[src/rtl/apa_pkg.sv]
package apa_pkg;

  // strobes from control to datapath
  typedef struct packed {
    logic rearb;   // load new winner (or park) into the grant register
  } strobe_t;

  // status from datapath back to control
  typedef struct packed {
    logic isInt;    // grant currently parked on the on-chip master
    logic ownerReq; // granted external master still requests
    logic anyReq;   // any external request pending
  } status_t;

endpackage

[src/rtl/apa_path.sv]
module apa_path
  import apa_pkg::*;
#(
  parameter int NUM_EXT = 3
) (
  input  logic               clk,
  input  logic               rstN,
  input  logic [NUM_EXT-1:0] extReq,
  input  strobe_t            stb,
  output status_t            sts,
  output logic               intGrant,
  output logic [NUM_EXT-1:0] extGrant
);

  localparam int GW = NUM_EXT + 1;

  logic [NUM_EXT-1:0] winner;
  logic [NUM_EXT:0]   blocked;
  logic [GW-1:0]      grantQ;
  logic [GW-1:0]      grantD;

  // fixed priority chain, bit 0 highest
  assign blocked[0] = 1'b0;
  for (genvar i = 0; i < NUM_EXT; i++) begin : g_prio
    assign winner[i]    = extReq[i] & ~blocked[i];
    assign blocked[i+1] = blocked[i] | extReq[i];
  end

  always_comb begin
    grantD = grantQ;
    if (stb.rearb) begin
      if (blocked[NUM_EXT]) grantD = {winner, 1'b0};
      else                  grantD = GW'(1);
    end
  end

  always_ff @(posedge clk) begin
    if (!rstN) grantQ <= GW'(1);
    else       grantQ <= grantD;
  end

  assign sts.isInt    = grantQ[0];
  assign sts.anyReq   = blocked[NUM_EXT];
  assign sts.ownerReq = |(grantQ[GW-1:1] & extReq);

  assign intGrant = grantQ[0];
  assign extGrant = grantQ[GW-1:1];

endmodule

[src/rtl/apa_ctrl.sv]
module apa_ctrl
  import apa_pkg::*;
(
  input  logic    clk,
  input  logic    rstN,
  input  logic    tsIn,
  input  logic    aackIn,
  input  status_t sts,
  output strobe_t stb,
  output logic    busBusy
);

  logic busyQ;
  logic takeFromPark;
  logic recoverIdle;

  always_ff @(posedge clk) begin
    if (!rstN)       busyQ <= 1'b0;
    else if (tsIn)   busyQ <= 1'b1;
    else if (aackIn) busyQ <= 1'b0;
  end

  // parked grant yields to any external request, even mid-tenure
  assign takeFromPark = sts.isInt & sts.anyReq;
  // granted external master gave up its request before starting
  assign recoverIdle  = ~busyQ & ~sts.isInt & ~sts.ownerReq & ~tsIn;

  assign stb.rearb = aackIn | takeFromPark | recoverIdle;
  assign busBusy   = busyQ;

endmodule

[src/rtl/addr_park_arb.sv]
module addr_park_arb
  import apa_pkg::*;
#(
  parameter int NUM_EXT = 3
) (
  input  logic               clk,
  input  logic               rstN,
  input  logic [NUM_EXT-1:0] extReq,
  input  logic               tsIn,
  input  logic               aackIn,
  output logic               intGrant,
  output logic [NUM_EXT-1:0] extGrant,
  output logic               busBusy
);

  strobe_t stb;
  status_t sts;

  apa_ctrl u_ctrl (
    .clk    (clk),
    .rstN   (rstN),
    .tsIn   (tsIn),
    .aackIn (aackIn),
    .sts    (sts),
    .stb    (stb),
    .busBusy(busBusy)
  );

  apa_path #(.NUM_EXT(NUM_EXT)) u_path (
    .clk     (clk),
    .rstN    (rstN),
    .extReq  (extReq),
    .stb     (stb),
    .sts     (sts),
    .intGrant(intGrant),
    .extGrant(extGrant)
  );

endmodule

[config.mk]
export PLATFORM = sky130hd
export DESIGN_NAME = addr_park_arb
export DESIGN_NICKNAME = d
export VERILOG_FILES = /design/src/rtl/apa_pkg.sv /design/src/rtl/apa_path.sv /design/src/rtl/apa_ctrl.sv /design/src/rtl/addr_park_arb.sv
export SDC_FILE = /design/constraint.sdc
export NUM_CORES = 1
export LEC_CHECK = 0
export BUFFER_PORTS_ARGS = -buffer_cell sky130_fd_sc_hd__buf_4
export CORE_AREA = 10 10 47 49
export DETAILED_ROUTE_END_ITERATION = 10
export DIE_AREA = 0 0 57 59
export MAX_ROUTING_LAYER = met4
export REMOVE_ABC_BUFFERS = 1
export SETUP_SLACK_MARGIN = 0.05
export SLEW_MARGIN = 40
export SYNTH_ARGS = -nofsm -noshare
export SYNTH_HDL_FRONTEND = slang
export SYNTH_HIERARCHICAL = 1
export SYNTH_SLANG_ARGS = --single-unit
[constraint.sdc]
create_clock -name clk -period 1.8 [get_ports clk]
set_clock_uncertainty 0.05 [all_clocks]
set_input_delay 0.36 -clock clk [delete_from_list [all_inputs] [get_ports clk]]
set_output_delay 0.36 -clock clk [all_outputs]
set_load 0.005 [all_outputs]
After elaboration in Yosys (flattened, before gate mapping)

Index checks and enable logic that the tools add are counted.
W data, S select, Z words.

Register bits: 5
Bits of input ports: 7
Output and inout port bits: 5
Logic and storage cells: 24

Mux-type cells: 3
Bitwise operators: 17
Reduce and logical (&&, ||, !) cells: 2

Operator list:

| kind               | count |
|---|---|
| $and A1 B1 Y1      | 6 |
| $not A1 Y1         | 6 |
| $mux W4            | 1 |
| $or A1 B1 Y1       | 4 |
| $and A3 B3 Y3      | 1 |
| $reduce_or A3 Y1   | 1 |
| $mux W1            | 2 |
| $reduce_bool A2 Y1 | 1 |

Logic depth before layout (Yosys ltp)

Gate-level depths: netlist (run 1).

Word-level depth: 6
Mapped depth: 5
Mapped depth without buffers: 5

Hierarchy

Netlist (run 1), hierarchy kept.

By module, submodules not included:

| module   | instances | cells each | area each (µm²) | sequential area each (µm²) |
|---|---|---|---|---|
| apa_path | 1         | 19         | 198.9           | 80.1 |
| apa_ctrl | 1         | 5          | 55.1            | 20.0 |

Least setup slack after synthesis (run 1)

OpenSTA, ideal clock, no wires.

Path type: in2reg
Start: input extReq[0]
End: register u_path.grantQ[3]
Setup time: 58 ps
Arrival: 1,534 ps
Data required time: 1,692 ps
Slack: 158 ps
Stages: 5
Buffers on the path: 0
Cells stage by stage: a222oi_1 inv_1 o41ai_2 and4bb_2 o21a_1

RTL lines:

| item                 | RTL line           | RTL |
|---|---|---|
| from (decl)          | addr_park_arb.sv:8 | `input logic [NUM_EXT-1:0] extReq,` |
| to (signal assigned) | apa_path.sv:39     | `else grantQ <= grantD;` |
| to (decl)            | apa_path.sv:19     | `logic [GW-1:0] grantQ;` |

==> metrics.txt, run 1 <==
leak pwr 0.188 nW; Max-slew headroom 79.3%; area of the core between 1000 and 1500 sq um; WHS 0.278 ns; crit path from u_path/grantQ[1]$_SDFFE_PN0P_; fraction of layout cells with a size suffix above 1 53.7%; grt ovf 0; Initial Utilization 18.1%; Async SR Flop Fraction 0%; Synth Flop Type dfxtp_1; final worst-path cycle share 92.5%; synth unique cells 15; Syn. warnings 6; Synth area leaders dfxtp_1 39%, nor2b_1 7.4%, o41ai_2 6.4%, o21a_1 5.9%, and4bb_2 4.9%; WL/cell between 10 and 15 microns; Final Hold Fails 0; Max-cap violations 0; # H-tree levels 1; routed wire length a little under 800 microns; Req. time, crit path 1.88 ns; sequential share of the synthesized area 39.4%; syn avg cell area around 11 sq um; DIE WIDTH around 57 microns; reg2reg setup slack 0.14 ns; TritonCTS clock tree done; DP Wirelength 551 microns; count leader, synth dfxtp_1; Cell Area, Placed 372 sq um; Antenna Nets Post-Route 0; EDFF count, synth 0; status finished, final reports clean; Syn Inst Count 24; Net count, final 49; Worst Setup EP u_path/grantQ[1]$_SDFFE_PN0P_; IO Count 12; Worst Hold Class in2reg; Slew Viols, Final 0; num rows 14; vias 251; Die ar. 3360 sq um; initial antenna violation count 0; pin count of the biggest net entering global routing 6; final worst setup slack around 0.14 ns; Worst-path clk slew 0.05 ns; r2r worst-path depth 6; Post-CTS Repair Setup Buffers 0; Setup-failing EPs final 0; vias per std cell 4.40; netlist area before placement about 250 sq um; Crit Path Max Fanout 3; fin cells 57; CP Capture Type register; CP arrival 1.74 ns; Initial DRC Count 4; clk buf depth 2; global-route wire length before repair 1190 microns; total power 0.322 mW; dpl ws 0.0335 ns; # diodes 0; Placer Congestion slightly above 0.6; Synth top area share 39.4%; hold_sp rstN; Setup TNS 0 ns; CTS sink cnt 5; vias in the first global route around 290; # DRC 0; RSZ-0062 raised after global routing yes; FF+latch count, synth 5; Root Buffer clkbuf_4; worst skew pair latency 0.24 ns; peak supply drop ~0.28 mV; detailed-router iteration count before antenna repair 4; post-route cell area a little over 400 sq um; startpoint types register; cts bufs inserted 3; Area Overhead vs Synth 61.6%; die span in y 59 microns; Power Dens Cells 785 nW/um^2; synth cell count leaders 5 x dfxtp_1, 3 x nor2b_1, 2 x inv_1, 2 x nand2b_1, 2 x o21a_1; Setup Crit Path Kind reg2reg; FF-to-FF End u_path/grantQ[1]$_SDFFE_PN0P_; Port-buffer cells 11; post-layout util 29.3%; Final min period 1.66 ns; cell count after placement 53; worst r2r src u_path/grantQ[1]$_SDFFE_PN0P_; area leader, netlist dfxtp_1; Worst Max-Slew Pin Slew 0.310 ns; Fmax 601 MHz; gr usage total ~4.7%
==> critical path: stages (launching register included) <==
cell and delay, ns:
dfxtp_2 0.32, a222oi_1 0.34, inv_1 0.14, o41ai_4 0.28, buf_4 0.18, mux2i_1 0.17
nor2b_1 0.07
==> routing by layer <==
| metal | vias to the layer above | global-route usage, % | wire, microns |
|---|---|---|---|
| li1 | 121 | - | - |
| met1 | 117 | 5.13 | 349 |
| met2 | 13 | 5.89 | 349 |
| met3 | 0 | 3.86 | 75 |
| met4 | 0 | 2.01 | 0 |
| met5 | - | - | 0 |
==> area by class of cell <==
type	instances	area, sq um
Clock buffer	4	26.3
Fill cell	160	991
Inverter	2	7.51
Multi-Input combinational cell	16	150
Sequential cell	5	101
Tap cell	16	20.0
Timing Repair Buffer	14	105
==> power by group <==
| part | leakage (nW) | internal [mW] | switching (mW) |
|---|---|---|---|
| sequential | 0.0417 | 0.119 | 0.00800 |
| combinational | 0.131 | 0.0376 | 0.0246 |
| clock | 0.0150 | 0.0840 | 0.0493 |
==> cell usage in the layout, fill, tap and decap left out, drive strengths merged <==
| master | netlist | layout |
|---|---|---|
| a21boi | 1 | 1 |
| a21oi | 1 | 1 |
| clkbuf | 0 | 4 |
| mux2i | 1 | 1 |
| dfxtp | 5 | 5 |
| inv | 2 | 2 |
| nand3b | 1 | 1 |
| a222oi | 1 | 1 |
| o41ai | 1 | 1 |
| o211ai | 1 | 1 |
| or3 | 1 | 1 |
| and4bb | 1 | 1 |
| o21a | 2 | 2 |
| nand2b | 2 | 2 |
| nor2b | 3 | 3 |
| buf | 1 | 14 |
==> registers in the layout, summed over array words and instances, names as in the netlist <==
| signal | flops |
|---|---|
| u_ctrl/busBusy | 1 |
| u_path/grantQ | 4 |
==> cell families (layout without fill, tap and decap cells) <==
| family | after synthesis | in the layout | synth area share (%) |
|---|---|---|---|
| flops | 5 | 5 | 39.4 |
| buf+inv | 3 | 20 | 5.91 |
| simple gates | 8 | 8 | 24.6 |
| mux | 1 | 1 | 3.94 |
| compound gates | 7 | 7 | 26.1 |
==> timing repair <==
action                                  4_1_cts  5_1_grt
endpoints found under the setup margin        0        4
hold buffers                                  0        0
gates resized for setup                       0        3
==> worst min path at each step <==
stage                                     to  depth (start not counted)
5_1_grt        u_path/grantQ[0]$_SDFFE_PN1P_                          2
6_report       u_path/grantQ[0]$_SDFFE_PN1P_                          2
3_3_place_gp   u_path/grantQ[2]$_SDFFE_PN0P_                          2
3_5_place_dp   u_path/grantQ[2]$_SDFFE_PN0P_                          2
4_1_cts        u_path/grantQ[0]$_SDFFE_PN1P_                          2
2_1_floorplan  u_path/grantQ[0]$_SDFFE_PN1P_                          1
(Power assumes the default switching activity.)
==> inputs of run 2 (changes only) <==
BUFFER_PORTS_ARGS = -buffer_cell sky130_fd_sc_hd__buf_2   (was -buffer_cell sky130_fd_sc_hd__buf_4)
==> metrics.txt, run 2 (synthesis results as in run 1) <==
Setup Crit Path Kind reg2reg; Antenna Nets Post-Route 0; Hold-fix buffers, CTS 0; Worst-path clk slew 0.05 ns; TritonCTS clock tree done; Power Dens Cells 835 nW/um^2; Area Overhead vs Synth 45.8%; startpoint types register; worst skew pair latency 0.25 ns; Metal-1 WL 318 microns; num rows 14; Worst Max-Slew Pin Slew roughly 0.35 ns; # H-tree levels 1; CP Capture Type register; vias in the first global route 231; final worst-path cycle share 87.7%; leak pwr 0.178 nW; Reg with most FFs u_path/grantQ; Port-buffer cells 11; post-CTS sizing 0; vias 245; IO Count 12; global-route wire length before repair 1040 microns; Die ar. 3360 sq um; fraction of layout cells with a size suffix above 1 51.2%; Setup-failing EPs final 0; peak supply drop between 0.3 and 0.4 mV; Placer Congestion 0.687; total power 0.309 mW; # diodes 0; Crit Path Max Fanout 3; Worst Hold Class in2reg; routed wl met2 204 microns; clk buf depth 2; detailed-router iteration count before antenna repair 4; gr usage total under 10%; CP arrival 1.67 ns; Fmax 633 MHz; met3 WL post-DR 113 microns; routed wire length between 600 and 700 microns; grt ovf 0; area of the core 1400 sq um; max FFs per register 4; cts bufs inserted 3; # DRC 0; Sequential Area 100 sq um; CTS sink cnt 5; Req. time, crit path 1.89 ns; RSZ-0062 raised after global routing no; DIE WIDTH 57 microns; Initial Utilization 18.1%; Slew Viols, Final 0; Final Hold Fails 0; fillers 160; Initial DRC Count 2; area of the multi-input gates 139 sq um; vias per std cell 4.30; Net count, final 49; most frequent cells in the layout 11 x buf_2, 5 x dfxtp_1, 3 x clkbuf_4, 3 x nor2b_1, 3 x buf_4; pin count of the biggest net entering global routing 6; Setup TNS 0 ns; most common cell after layout, fill and taps aside buf_2; initial antenna violation count 0; Max-slew headroom 76.7%; Max-cap violations 0; status finished, final reports clean; Final min period between 1.5 and 2 ns; Post-CTS Repair Setup Buffers 0; Root Buffer clkbuf_4; WL/cell roughly 11 microns; top sig layer met4; die span in y 59 microns
-- run 2: cell counts in the layout (fill, tap and decap cells not counted) --
No cell type changed its count.
-- run 2: per-stage QoR --
step	hold WS, ns	setup WS (ns)	instances	area [sq um]	util, %
2_1_floorplan	0.375	0.158	23	246	-
5_1_grt	0.274	0.113	57	370	26.4
6_report	0.282	0.221	57	370	26.4
3_5_place_dp	0.442	0.0259	53	344	24.6
3_3_place_gp	0.439	0.0472	53	344	24.6
4_1_cts	0.272	0.227	57	370	26.4
-- run 2: critical path, cell delays in order, from the launching register on --
cell and delay, ns:
dfxtp_1 0.31, a222oi_1 0.31, inv_1 0.09, o41ai_2 0.30, buf_4 0.19, mux2i_1 0.17
nor2b_1 0.06
-- run 2: final timing paths --
kind / startpoint / end / slack, ns / cells past startpoint
worst max-delay path: u_path/grantQ[1]$_SDFFE_PN0P_ / u_path/grantQ[1]$_SDFFE_PN0P_ / 0.22 / 6
worst min register to register: u_path/grantQ[2]$_SDFFE_PN0P_ / u_path/grantQ[2]$_SDFFE_PN0P_ / 0.44 / 2
worst max register to register: u_path/grantQ[1]$_SDFFE_PN0P_ / u_path/grantQ[1]$_SDFFE_PN0P_ / 0.22 / 6
worst min-delay path: rstN / u_path/grantQ[0]$_SDFFE_PN1P_ / 0.28 / 2
-- run 2: routing by layer --
metal  global-route usage [%]  up-vias
li1                         -      120
met1                     4.73      106
met2                     3.88       14
met3                     5.79        5
met4                     3.02        0
met5                        -        -
-- run 2: cell type report --
class | count | area share (%)
Clock buffer | 4 | 7.09
Sequential cell | 5 | 27.0
Timing Repair Buffer | 14 | 20.9
Tap cell | 16 | 5.41
Multi-Input combinational cell | 16 | 37.5
Inverter | 2 | 2.03
-- run 2: report_power, final --
group          internal [mW]  total (mW)  switching, mW  leakage (nW)
combinational         0.0286      0.0495         0.0209         0.121
clock                 0.0842       0.136         0.0518        0.0150
sequential             0.118       0.124        0.00569        0.0414
total                  0.231       0.309         0.0784         0.178
==> inputs of run 3 (changes only) <==
MAX_ROUTING_LAYER = default   (was met4)
==> metrics.txt, run 3 (synthesis results as in run 1) <==
status finished, final reports clean; Initial Utilization around 18%; fin cells 57; Power Dens Cells 839 nW/um^2; vias in the first global route 231; Initial DRC Count 2; Max-cap violations 0; WL/cell approximately 12 microns; fraction of layout cells with a size suffix above 1 51.2%; worst skew pair latency 0.25 ns; # H-tree levels 1; CP arrival about 1.7 ns; leak pwr 0.178 nW; Worst Hold Class in2reg; Setup-failing EPs final 0; total power between 0.3 and 0.4 mW; Req. time, crit path 1.89 ns; clk buf depth 2; pin count of the biggest net entering global routing 6; CTS sink cnt 5; cell count after placement 53; post-CTS sizing 0; Net count, final 49; Slew Viols, Final 0; Setup Crit Path Kind reg2reg; global-route wire length before repair 1040 microns; fillers 160; Worst Max-Slew Pin Slew 0.342 ns; post-layout util 26.4%; Final min period around 1.6 ns; area of the core between 1000 and 1500 sq um; grt ovf 0; final worst-path cycle share 88.3%; vias roughly 240; Post-CTS Repair Setup Buffers 0; die span in y 59 microns; Setup TNS 0 ns; Port-buffer cells 11; Crit Path Max Fanout 3; Root Buffer clkbuf_4; CP Capture Type register; Final Hold Fails 0; startpoint types register; peak supply drop 0.357 mV; Hold-fix buffers, CTS 0; RSZ-0062 raised after global routing no; Placer Congestion 0.680; TritonCTS clock tree done; routed wire length roughly 670 microns; IO Count 12; Die ar. 3360 sq um; Area Overhead vs Synth 45.8%; gr usage total 4.36%; most common cell after layout, fill and taps aside buf_2; vias per std cell 4.19; max FFs per register 4; Antenna Nets Post-Route 0; most frequent cells in the layout 11 x buf_2, 5 x dfxtp_1, 3 x clkbuf_4, 3 x nor2b_1, 3 x buf_4; Fmax 629 MHz; Worst-path clk slew 0.05 ns; # diodes 0; Max-slew headroom slightly below 80%; detailed-router iteration count before antenna repair 4; num rows 14; cts bufs inserted 3; DIE WIDTH 57 microns; Reg with most FFs u_path/grantQ; # DRC 0; initial antenna violation count 0
## run 3: cell counts in the layout (fill, tap and decap cells not counted)
No cell type changed its count.
## run 3: through the flow
| stage | hold WS [ns] | area (sq um) | setup slack [ns] |
|---|---|---|---|
| global placement | 0.439 | 344 | 0.0472 |
| global route | 0.274 | 370 | 0.113 |
| detailed placement | 0.442 | 344 | 0.0259 |
| finish | 0.285 | 370 | 0.211 |
| CTS | 0.272 | 370 | 0.227 |
| floorplan | 0.375 | 246 | 0.158 |
## run 3: worst paths after layout
kind	start	end	slack, ns	cells past startpoint
max	u_path/grantQ[1]$_SDFFE_PN0P_	u_path/grantQ[1]$_SDFFE_PN0P_	0.21	6
min	rstN	u_path/grantQ[0]$_SDFFE_PN1P_	0.28	2
max reg2reg	u_path/grantQ[1]$_SDFFE_PN0P_	u_path/grantQ[1]$_SDFFE_PN0P_	0.21	6
min reg2reg	u_path/grantQ[2]$_SDFFE_PN0P_	u_path/grantQ[2]$_SDFFE_PN0P_	0.45	2
## run 3: per-layer routing
metal	track usage, %	routed length [microns]
met4	3.02	13
met1	4.14	290
met2	3.88	206
met5	0	0
met3	6.87	158
## run 3: final cells by class
cell class                      instances  area [sq um]  share of cell area [%]
Multi-Input combinational cell         16           139                    37.5
Sequential cell                         5           100                    27.0
Timing Repair Buffer                   14          77.6                    20.9
Clock buffer                            4          26.3                    7.09
Tap cell                               16          20.0                    5.41
Inverter                                2          7.51                    2.03
## run 3: critical path, cell delays in order (launching register included)
cell,delay (ns)
dfxtp_1,0.32
a222oi_1,0.32
inv_1,0.09
o41ai_2,0.29
buf_4,0.19
mux2i_1,0.17
nor2b_1,0.06
## run 3: power breakdown
group / internal [mW] / total (mW) / switching (mW)
clock network: 0.0842 / 0.137 / 0.0526
logic: 0.0286 / 0.0497 / 0.0210
registers: 0.118 / 0.124 / 0.00590
total: 0.231 / 0.311 / 0.0795
